File: config.mk
export PLATFORM = sky130hd
export DESIGN_NAME = uart_mmio
export DESIGN_NICKNAME = d
export VERILOG_FILES = /design/src/rtl/uart_pkg.sv /design/src/rtl/uart_retime.sv /design/src/rtl/uart_tx_engine.sv /design/src/rtl/uart_rx_engine.sv /design/src/rtl/uart_mmio.sv
export SDC_FILE = /design/constraint.sdc
export NUM_CORES = 1
export LEC_CHECK = 0
export BUFFER_PORTS_ARGS = -buffer_cell sky130_fd_sc_hd__buf_2
export CORE_UTILIZATION = 30
export CTS_CLUSTER_DIAMETER = 40
export DETAILED_ROUTE_END_ITERATION = 10
export PLACE_DENSITY = 0.54
export SYNTH_ARGS = -nofsm -noshare
export SYNTH_HDL_FRONTEND = slang
export SYNTH_HIERARCHICAL = 1
export SYNTH_SLANG_ARGS = --single-unit
File: constraint.sdc
create_clock -name clk -period 1.7 [get_ports clk]
set_input_delay 0.255 -clock clk [delete_from_list [all_inputs] [get_ports clk]]
set_output_delay 0.255 -clock clk [all_outputs]
set_load 0.005 [all_outputs]
File: src/rtl/uart_pkg.sv
// Shared types and constants for the serial transceiver.
// Assumes an 8-bit bus and frames of 8 data bits.
package uart_pkg;
    localparam int DATA_BITS = 8;
    localparam int IDX_W     = $clog2(DATA_BITS);

    localparam logic ADDR_DATA = 1'b0;
    localparam logic ADDR_STAT = 1'b1;

    // Bit positions inside the status word
    localparam int ST_RX_READY = 0;
    localparam int ST_RX_ERROR = 1;
    localparam int ST_TX_READY = 2;

    typedef enum logic [1:0] {TX_IDLE, TX_START, TX_DATA, TX_STOP} tx_state_t;
    typedef enum logic [1:0] {RX_IDLE, RX_START, RX_DATA, RX_STOP} rx_phase_t;
    typedef enum logic [1:0] {HOLD_EMPTY, HOLD_GOOD, HOLD_BAD} rx_hold_t;
endpackage

File: src/rtl/uart_retime.sv
// Re-times an asynchronous input through STAGES flip-flops.
// Assumes the input idles at RESET_VAL.
module uart_retime #(
    parameter int   STAGES    = 2,
    parameter logic RESET_VAL = 1'b1
) (
    input  logic clk,
    input  logic rst_n,
    input  logic din,
    output logic dout
);
    logic [STAGES-1:0] chain;

    // Shift the input through the flip-flop chain
    always_ff @(posedge clk) begin
        if (!rst_n) chain <= {STAGES{RESET_VAL}};
        else        chain <= {chain[STAGES-2:0], din};
    end

    assign dout = chain[STAGES-1];
endmodule

File: src/rtl/uart_tx_engine.sv
// Transmit state machine: serialises one byte per accepted load.
// A load is taken only in idle; ready is decoded from the state.
module uart_tx_engine
    import uart_pkg::*;
#(
    parameter int CLKS_PER_BIT = 16
) (
    input  logic                 clk,
    input  logic                 rst_n,
    input  logic                 load,
    input  logic [DATA_BITS-1:0] load_data,
    output logic                 ready,
    output logic                 ser_out,
    output logic [DATA_BITS-1:0] held_byte
);
    localparam int          CW   = $clog2(CLKS_PER_BIT);
    localparam logic [CW-1:0] LAST = CW'(CLKS_PER_BIT - 1);
    localparam logic [IDX_W-1:0] TOP_IDX = IDX_W'(DATA_BITS - 1);

    tx_state_t            state;
    logic [CW-1:0]        cnt;
    logic [IDX_W-1:0]     idx;
    logic [DATA_BITS-1:0] data_q;

    // Advance through start, data and stop bits on bit-time boundaries
    always_ff @(posedge clk) begin
        if (!rst_n) begin
            state  <= TX_IDLE;
            cnt    <= '0;
            idx    <= '0;
            data_q <= '0;
        end else begin
            case (state)
                TX_IDLE: begin
                    if (load) begin
                        data_q <= load_data;
                        cnt    <= '0;
                        state  <= TX_START;
                    end
                end
                TX_START: begin
                    if (cnt == LAST) begin
                        cnt   <= '0;
                        idx   <= '0;
                        state <= TX_DATA;
                    end else cnt <= cnt + 1'b1;
                end
                TX_DATA: begin
                    if (cnt == LAST) begin
                        cnt <= '0;
                        if (idx == TOP_IDX) state <= TX_STOP;
                        else                idx   <= idx + 1'b1;
                    end else cnt <= cnt + 1'b1;
                end
                default: begin
                    if (cnt == LAST) begin
                        cnt   <= '0;
                        state <= TX_IDLE;
                    end else cnt <= cnt + 1'b1;
                end
            endcase
        end
    end

    // Line level decoded from the state and the bit index
    always_comb begin
        case (state)
            TX_START: ser_out = 1'b0;
            TX_DATA:  ser_out = data_q[idx];
            default:  ser_out = 1'b1;
        endcase
    end

    assign ready     = (state == TX_IDLE);
    assign held_byte = data_q;
endmodule

File: src/rtl/uart_rx_engine.sv
// Receive state machine: finds a start edge, samples at bit midpoints,
// and records the outcome in the hold field of its state.
// Assumes a re-timed input. A clear and a completion in the same cycle
// resolve to the completion.
module uart_rx_engine
    import uart_pkg::*;
#(
    parameter int CLKS_PER_BIT = 16
) (
    input  logic                 clk,
    input  logic                 rst_n,
    input  logic                 rx_in,
    input  logic                 clear,
    output logic [DATA_BITS-1:0] rx_byte,
    output logic                 rx_ready,
    output logic                 rx_error,
    output logic                 frame_end
);
    localparam int          CW        = $clog2(CLKS_PER_BIT);
    localparam logic [CW-1:0] LAST      = CW'(CLKS_PER_BIT - 1);
    localparam logic [CW-1:0] HALF_LAST = CW'(CLKS_PER_BIT / 2 - 1);
    localparam logic [IDX_W-1:0] TOP_IDX = IDX_W'(DATA_BITS - 1);

    rx_phase_t            phase;
    rx_hold_t             hold;
    logic [CW-1:0]        cnt;
    logic [IDX_W-1:0]     idx;
    logic [DATA_BITS-1:0] shift_q;
    logic [DATA_BITS-1:0] byte_q;

    // Sequence the receive phases and update the hold field
    always_ff @(posedge clk) begin
        if (!rst_n) begin
            phase   <= RX_IDLE;
            hold    <= HOLD_EMPTY;
            cnt     <= '0;
            idx     <= '0;
            shift_q <= '0;
            byte_q  <= '0;
        end else begin
            if (clear) hold <= HOLD_EMPTY;
            case (phase)
                RX_IDLE: begin
                    if (!rx_in) begin
                        cnt   <= '0;
                        phase <= RX_START;
                    end
                end
                RX_START: begin
                    if (cnt == HALF_LAST) begin
                        cnt   <= '0;
                        idx   <= '0;
                        phase <= rx_in ? RX_IDLE : RX_DATA;
                    end else cnt <= cnt + 1'b1;
                end
                RX_DATA: begin
                    if (cnt == LAST) begin
                        cnt     <= '0;
                        shift_q <= {rx_in, shift_q[DATA_BITS-1:1]};
                        if (idx == TOP_IDX) phase <= RX_STOP;
                        else                idx   <= idx + 1'b1;
                    end else cnt <= cnt + 1'b1;
                end
                default: begin
                    if (cnt == LAST) begin
                        cnt    <= '0;
                        byte_q <= shift_q;
                        hold   <= rx_in ? HOLD_GOOD : HOLD_BAD;
                        phase  <= RX_IDLE;
                    end else cnt <= cnt + 1'b1;
                end
            endcase
        end
    end

    assign rx_byte   = byte_q;
    assign rx_ready  = (hold == HOLD_GOOD);
    assign rx_error  = (hold == HOLD_BAD);
    assign frame_end = (phase == RX_STOP) && (cnt == LAST);
endmodule

File: src/rtl/uart_mmio.sv
// Top level: two-location bus front end over the transmit and receive
// engines. Status flags come straight from the engine state decodes.
// Assumes single-cycle bus strobes and CLKS_PER_BIT of at least 4.
module uart_mmio
    import uart_pkg::*;
#(
    parameter int CLKS_PER_BIT = 16,
    parameter int SYNC_STAGES  = 2
) (
    input  logic       clk,
    input  logic       rst_n,
    input  logic       bus_addr,
    input  logic       bus_wr,
    input  logic       bus_rd,
    input  logic [7:0] bus_wdata,
    output logic [7:0] bus_rdata,
    input  logic       ser_in,
    output logic       ser_out
);
    logic                 rx_sync;
    logic                 tx_ready, rx_ready, rx_error, frame_end;
    logic [DATA_BITS-1:0] rx_byte, tx_held;
    logic [7:0]           status_word;
    logic                 tx_load, rx_clear;

    assign tx_load  = bus_wr && (bus_addr == ADDR_DATA);
    assign rx_clear = bus_rd && (bus_addr == ADDR_DATA);

    uart_retime #(.STAGES(SYNC_STAGES), .RESET_VAL(1'b1)) u_sync (
        .clk(clk), .rst_n(rst_n), .din(ser_in), .dout(rx_sync)
    );

    uart_tx_engine #(.CLKS_PER_BIT(CLKS_PER_BIT)) u_tx (
        .clk(clk), .rst_n(rst_n), .load(tx_load), .load_data(bus_wdata),
        .ready(tx_ready), .ser_out(ser_out), .held_byte(tx_held)
    );

    uart_rx_engine #(.CLKS_PER_BIT(CLKS_PER_BIT)) u_rx (
        .clk(clk), .rst_n(rst_n), .rx_in(rx_sync), .clear(rx_clear),
        .rx_byte(rx_byte), .rx_ready(rx_ready), .rx_error(rx_error),
        .frame_end(frame_end)
    );

    // Assemble the status word from the engine decodes
    always_comb begin
        status_word              = '0;
        status_word[ST_TX_READY] = tx_ready;
        status_word[ST_RX_ERROR] = rx_error;
        status_word[ST_RX_READY] = rx_ready;
    end

    // Register read data on each read strobe
    always_ff @(posedge clk) begin
        if (!rst_n)      bus_rdata <= '0;
        else if (bus_rd) bus_rdata <= (bus_addr == ADDR_STAT) ? status_word : rx_byte;
    end
endmodule

[Word level (Yosys, flattened, before mapping)]
Index checks and enable logic that the tools add are counted.
Cells by class
  add/subtract/negate cells: 4
  multiply operators: 0
  divide/modulo/power cells: 0
  order comparisons: 1
  eq/ne operators: 21
  shifts and indexed selects: 0
  mux-type cells: 36
  bitwise logic cells: 2
  reductions and logical operators: 16
Operator list (number)
  2-to-1 mux 2 bit: 15
  2-to-1 mux 4 bit: 6
  2-to-1 mux 3 bit: 6
  inequality test 2 x 1 -> 1 bit (second input constant): 7
  case mux 2 bit (3 select lines): 2
  case mux 3 bit (2 select lines): 2
  AND reduction 5 bit: 2
  adder 4 x 1 -> 4 bit (second input constant): 2
  == test 4 bit (second input constant): 2
  2-to-1 mux 8 bit: 1
  case mux 4 bit (2 select lines): 1
  AND reduction 4 bit: 2
  adder 3 x 1 -> 3 bit (second input constant): 2
  == test 2 x 1 -> 1 bit (second input constant): 3
  == test 2 bit (second input constant): 3
  == test 3 bit (second input constant): 2
  inequality test 2 bit (second input constant): 3
  AND reduction 2 bit: 3
  nonzero test 2 bit: 3
  == test 4 x 3 -> 1 bit (second input constant): 1
  logical NOT 2 bit: 2
  less-than comparator 3 x 4 -> 1 bit (second input constant): 1
  binary-select mux 1 bit (select 3 bit): 1
  nonzero test 3 bit: 1
  other kinds (5): 7
Word-level totals
  bits in registers: 54
  latch bits: 0
  memory bits (writable): 0
  bits in read-only memories: 0
  input bits: 14
  word-level logic and storage cells: 92
  memories kept: 0

[Logic depth before layout (Yosys ltp)]
  depth after elaboration: 5
  mapped depth: 7
  mapped depth without buffers: 6

[By module]
The synthesis kept the hierarchy.
By module, submodules not included
  uart_rx_engine: instances 1, cells an instance 154, area an instance 1292.5 um^2
  uart_tx_engine: instances 1, cells an instance 111, area an instance 955.9 um^2
  uart_mmio: instances 1, cells an instance 36, area an instance 357.8 um^2
  uart_retime: instances 1, cells an instance 4, area an instance 52.6 um^2

[Least setup slack after synthesis]
No wires, ideal clock.
  path type: register -> output
  from: reg u_tx.idx[0]
  to: out ser_out
  data arrival time: 1286 ps
  path slack: 159 ps
  stages on the path, launching flop included: 5
  path buffers: 1
  cells stage by stage: dfxtp_1 > clkbuf_1 > mux2_2 > o311ai_0 > o22ai_1
Between the ends
  cells in the longest elaborated chain, start to end: 3
RTL lines
  start, declared: RTL line uart_tx_engine.sv:22  | logic [IDX_W-1:0] idx;
  start signal, assigned: RTL line uart_tx_engine.sv:52  | else idx <= idx + 1'b1;
  binary-select mux 1 bit (select 3 bit): RTL line uart_tx_engine.sv:69  | TX_DATA: ser_out = data_q[idx];
  2-to-1 mux 1 bit (implied by the code): RTL line uart_tx_engine.sv:69
  case mux 1 bit (2 select lines): RTL line uart_tx_engine.sv:67  | case (state)
  end, declared: RTL line uart_mmio.sv:18  | output logic ser_out
Every way passes these cells. The select of a mux whose other input is x is not followed.

[Worst setup path in the final report]
Ends and elaborated chain as after synthesis.

==> summary.txt <==
Hold path
  – Hold crit path type: in2reg
  – Hold depth: 2

STA
  – Slew Limit Fails: 0
  – Slew HR: 0.640
  – Final setup skew: 0.0130 ns
  – Hold slack final: around 0.12 ns
  – Setup violators final: 0
  – Post-layout min period: between 1.5 and 2 ns
  – Fmax: approximately 600 MHz
  – Final worst path period share: 0.988
  – Final hold vios: 0
  – Slew @ Worst Pin: between 0.5 and 0.6 ns
  – Unrepaired setup endpoints after global routing: true

Power
  – Psw: about 940 uW
  – Worst vdd ir: around 0.00035 V
  – Switching Fraction: 0.315
  – Int Pwr: between 2 and 2.5 mW
  – Clock share of power: 0.245
  – Seq pwr share: 0.469
  – Pwr/cell area: between 900 and 1000 nW/um2
  – Combinational power share: 0.287
  – Leak pwr: roughly 1.1 nW

Placed design
  – Port Buffers: 22
  – Routability congestion estimate: around 0.73
  – HPWL Detailed: roughly 3700 um

Die
  – Starting Density: 0.317
  – Die W: between 90 and 100 um
  – # rows: 33
  – Die area: around 9200 um2
  – # IOs: 23
  – Die Ht: around 96 um
  – Core Box Area: between 8000 and 9000 um2

Critical path
  – WP data required: ~1.4 ns
  – Critical path peak fanout: 3
  – CP startpoint kind: flop
  – CP bufs+invs: 1
  – Max incr delay on CP: 0.38 ns
  – Worst Path Arrival: between 1 and 1.5 ns
  – Crit-path slowest cell: dfxtp_4
  – Worst-path cell chain: mux2_4 > o311ai_2 > o22ai_1 > buf_2
  – CP Class: reg2out
  – Critical path capture point type: output port
  – Depth of the most critical reg-to-reg path: 7
  – CP Depth: 4
  – Worst path top cell family by delay: flip-flops

Detailed routing
  – Initial DRC count: between 70 and 80
  – Final WL: roughly 5600 um
  – DR pass1 iterations: 4
  – Residual DRC: 0
  – Wire length per cell: around 13 um
  – Vias per cell: approximately 5.0
  – Antenna viol nets, final: 0
  – Via count: 2171

Layout
  – P&R area growth vs syn: 14.2%
  – Ant diodes: 0
  – Layout Nets: about 350
  – Finished Core Util: 0.362
  – Layout cells sized above 1: 0.201

Clock network
  – Reg clk slew, reported paths: 0.10 ns
  – Inserted Clock Buffers: 5
  – Hold buffers post-CTS: 0
  – CTS tree: yes
  – CTS Sinks: between 50 and 60
  – Clk_lat worst skew: 0.31 ns
  – CTS H-Tree Depth: 2
  – Clk root buf: clkbuf_8
  – Clk buf depth: 2

GRT
  – GR Util met1: 0.157
  – Met2 global-route usage: 0.216
  – GRT Total Usage: 0.126
  – Largest net degree at the start of global routing: 35
  – GR peak layer: met2
  – Via count of the first global-routing pass: ~2100
  – GRT overflow: 0
  – First-pass GRT wire length: 9230 um
  – Met3 Track Usage GR: 0.0284
  – Initial antenna violation count: 0

Yosys
  – Synthesis Warnings: 6
  – Mean Syn Cell Area: 8.73 um2
  – Mapped Cells: about 300
  – Post-synthesis net count: ~330
  – Mapped cell area: between 2000 and 3000 um2

Outcome
  – Status: complete, no violations

Flow run
  – Max-Cap Viols: 0
-- path summary, 6_finish.rpt --
path	from	endpoint	slack, ns
setup / recovery	u_tx/idx[0]$_SDFFE_PN0P_	ser_out	0.02
hold reg to reg	u_sync/chain[0]$_SDFF_PN1_	u_sync/chain[1]$_SDFF_PN1_	0.42
hold / removal	ser_in	u_sync/chain[0]$_SDFF_PN1_	0.12
setup reg to reg	u_tx/idx[0]$_SDFFE_PN0P_	u_tx/idx[0]$_SDFFE_PN0P_	0.03
-- cell usage in the layout (no fill, tap or decap), drive strengths merged, types with 2 or more instances in the layout --
master	n
a21boi	19
a21oi	27
and3	2
buf	39
clkbuf	6
dfxtp	54
ha	11
inv	10
mux2i	11
nand2	24
nand2b	10
nand3	33
nand3b	10
nand4	2
nor2	6
nor2b	9
nor3	2
nor3b	2
o21ai	26
o221ai	3
or2	3
or3	2
-- what timing repair did --
item	CTS	global route
hold endpoints to repair	0	0
cloned	0	0
pin swaps	0	3
endpoints found under the setup margin	1	5
buffers inserted	1	2
gates resized for setup	3	13
-- state kept, by name (all words and copies together), names as in the netlist, 3 cells and up --
register,cells
u_rx/rx_byte,8
u_tx/idx,3
bus_rdata,8
u_tx/cnt,4
u_tx/held_byte,8
u_rx/cnt,4
u_rx/shift_q,8
u_rx/idx,3
-- through the flow --
| step | total power [mW] | instances | setup slack (ns) | setup TNS (ns) | cell area [um2] |
|---|---|---|---|---|---|
| after floorplan | 1.95 | 304 | 0.159 | 0 | 2660 |
| after CTS | 2.94 | 432 | -0.0255 | -0.0255 | 2980 |
| final | 2.99 | 434 | 0.0196 | 0 | 3030 |
| after detailed placement | 2.19 | 423 | 0.0277 | 0 | 2870 |
| after global placement | 2.18 | 423 | 0.105 | 0 | 2870 |
| after global routing | 3.19 | 434 | -0.0721 | -0.237 | 3030 |
-- routing by layer --
metal	vias to the layer above	share of wire
li1	1129	-
met1	1022	0.49
met2	16	0.48
met3	4	0.021
met4	0	0.0077
met5	-	0
-- power by group through the flow --
| stage | combinational (mW) | clock, mW | sequential [mW] |
|---|---|---|---|
| 2_1_floorplan | 0.532 | 0 | 1.41 |
| 5_1_grt | 0.958 | 0.815 | 1.41 |
| 4_1_cts | 0.768 | 0.768 | 1.40 |
| 3_3_place_gp | 0.750 | 0 | 1.43 |
| 6_report | 0.858 | 0.732 | 1.40 |
| 3_5_place_dp | 0.760 | 0 | 1.43 |
-- layout make-up --
cell class	instances	area, um2
Timing Repair Buffer	39	241
Tap cell	105	131
Clock buffer	6	72.6
Sequential cell	54	1090
Clock inverter	2	16.3
Fill cell	880	5350
Inverter	9	33.8
Multi-Input combinational cell	219	1450
-- worst reg2reg max path: cells and delay by family (launching register included) --
kind / cells / cell delay [ns]
buffers and inverters: 1 / 0.14
AND/OR/NAND/NOR: 2 / 0.46
adder cells (fa/ha/maj): 2 / 0.39
AO/OA/AOI/OAI: 2 / 0.26
flip-flops: 1 / 0.37
No activity file was read; power rests on OpenSTA's default activity.
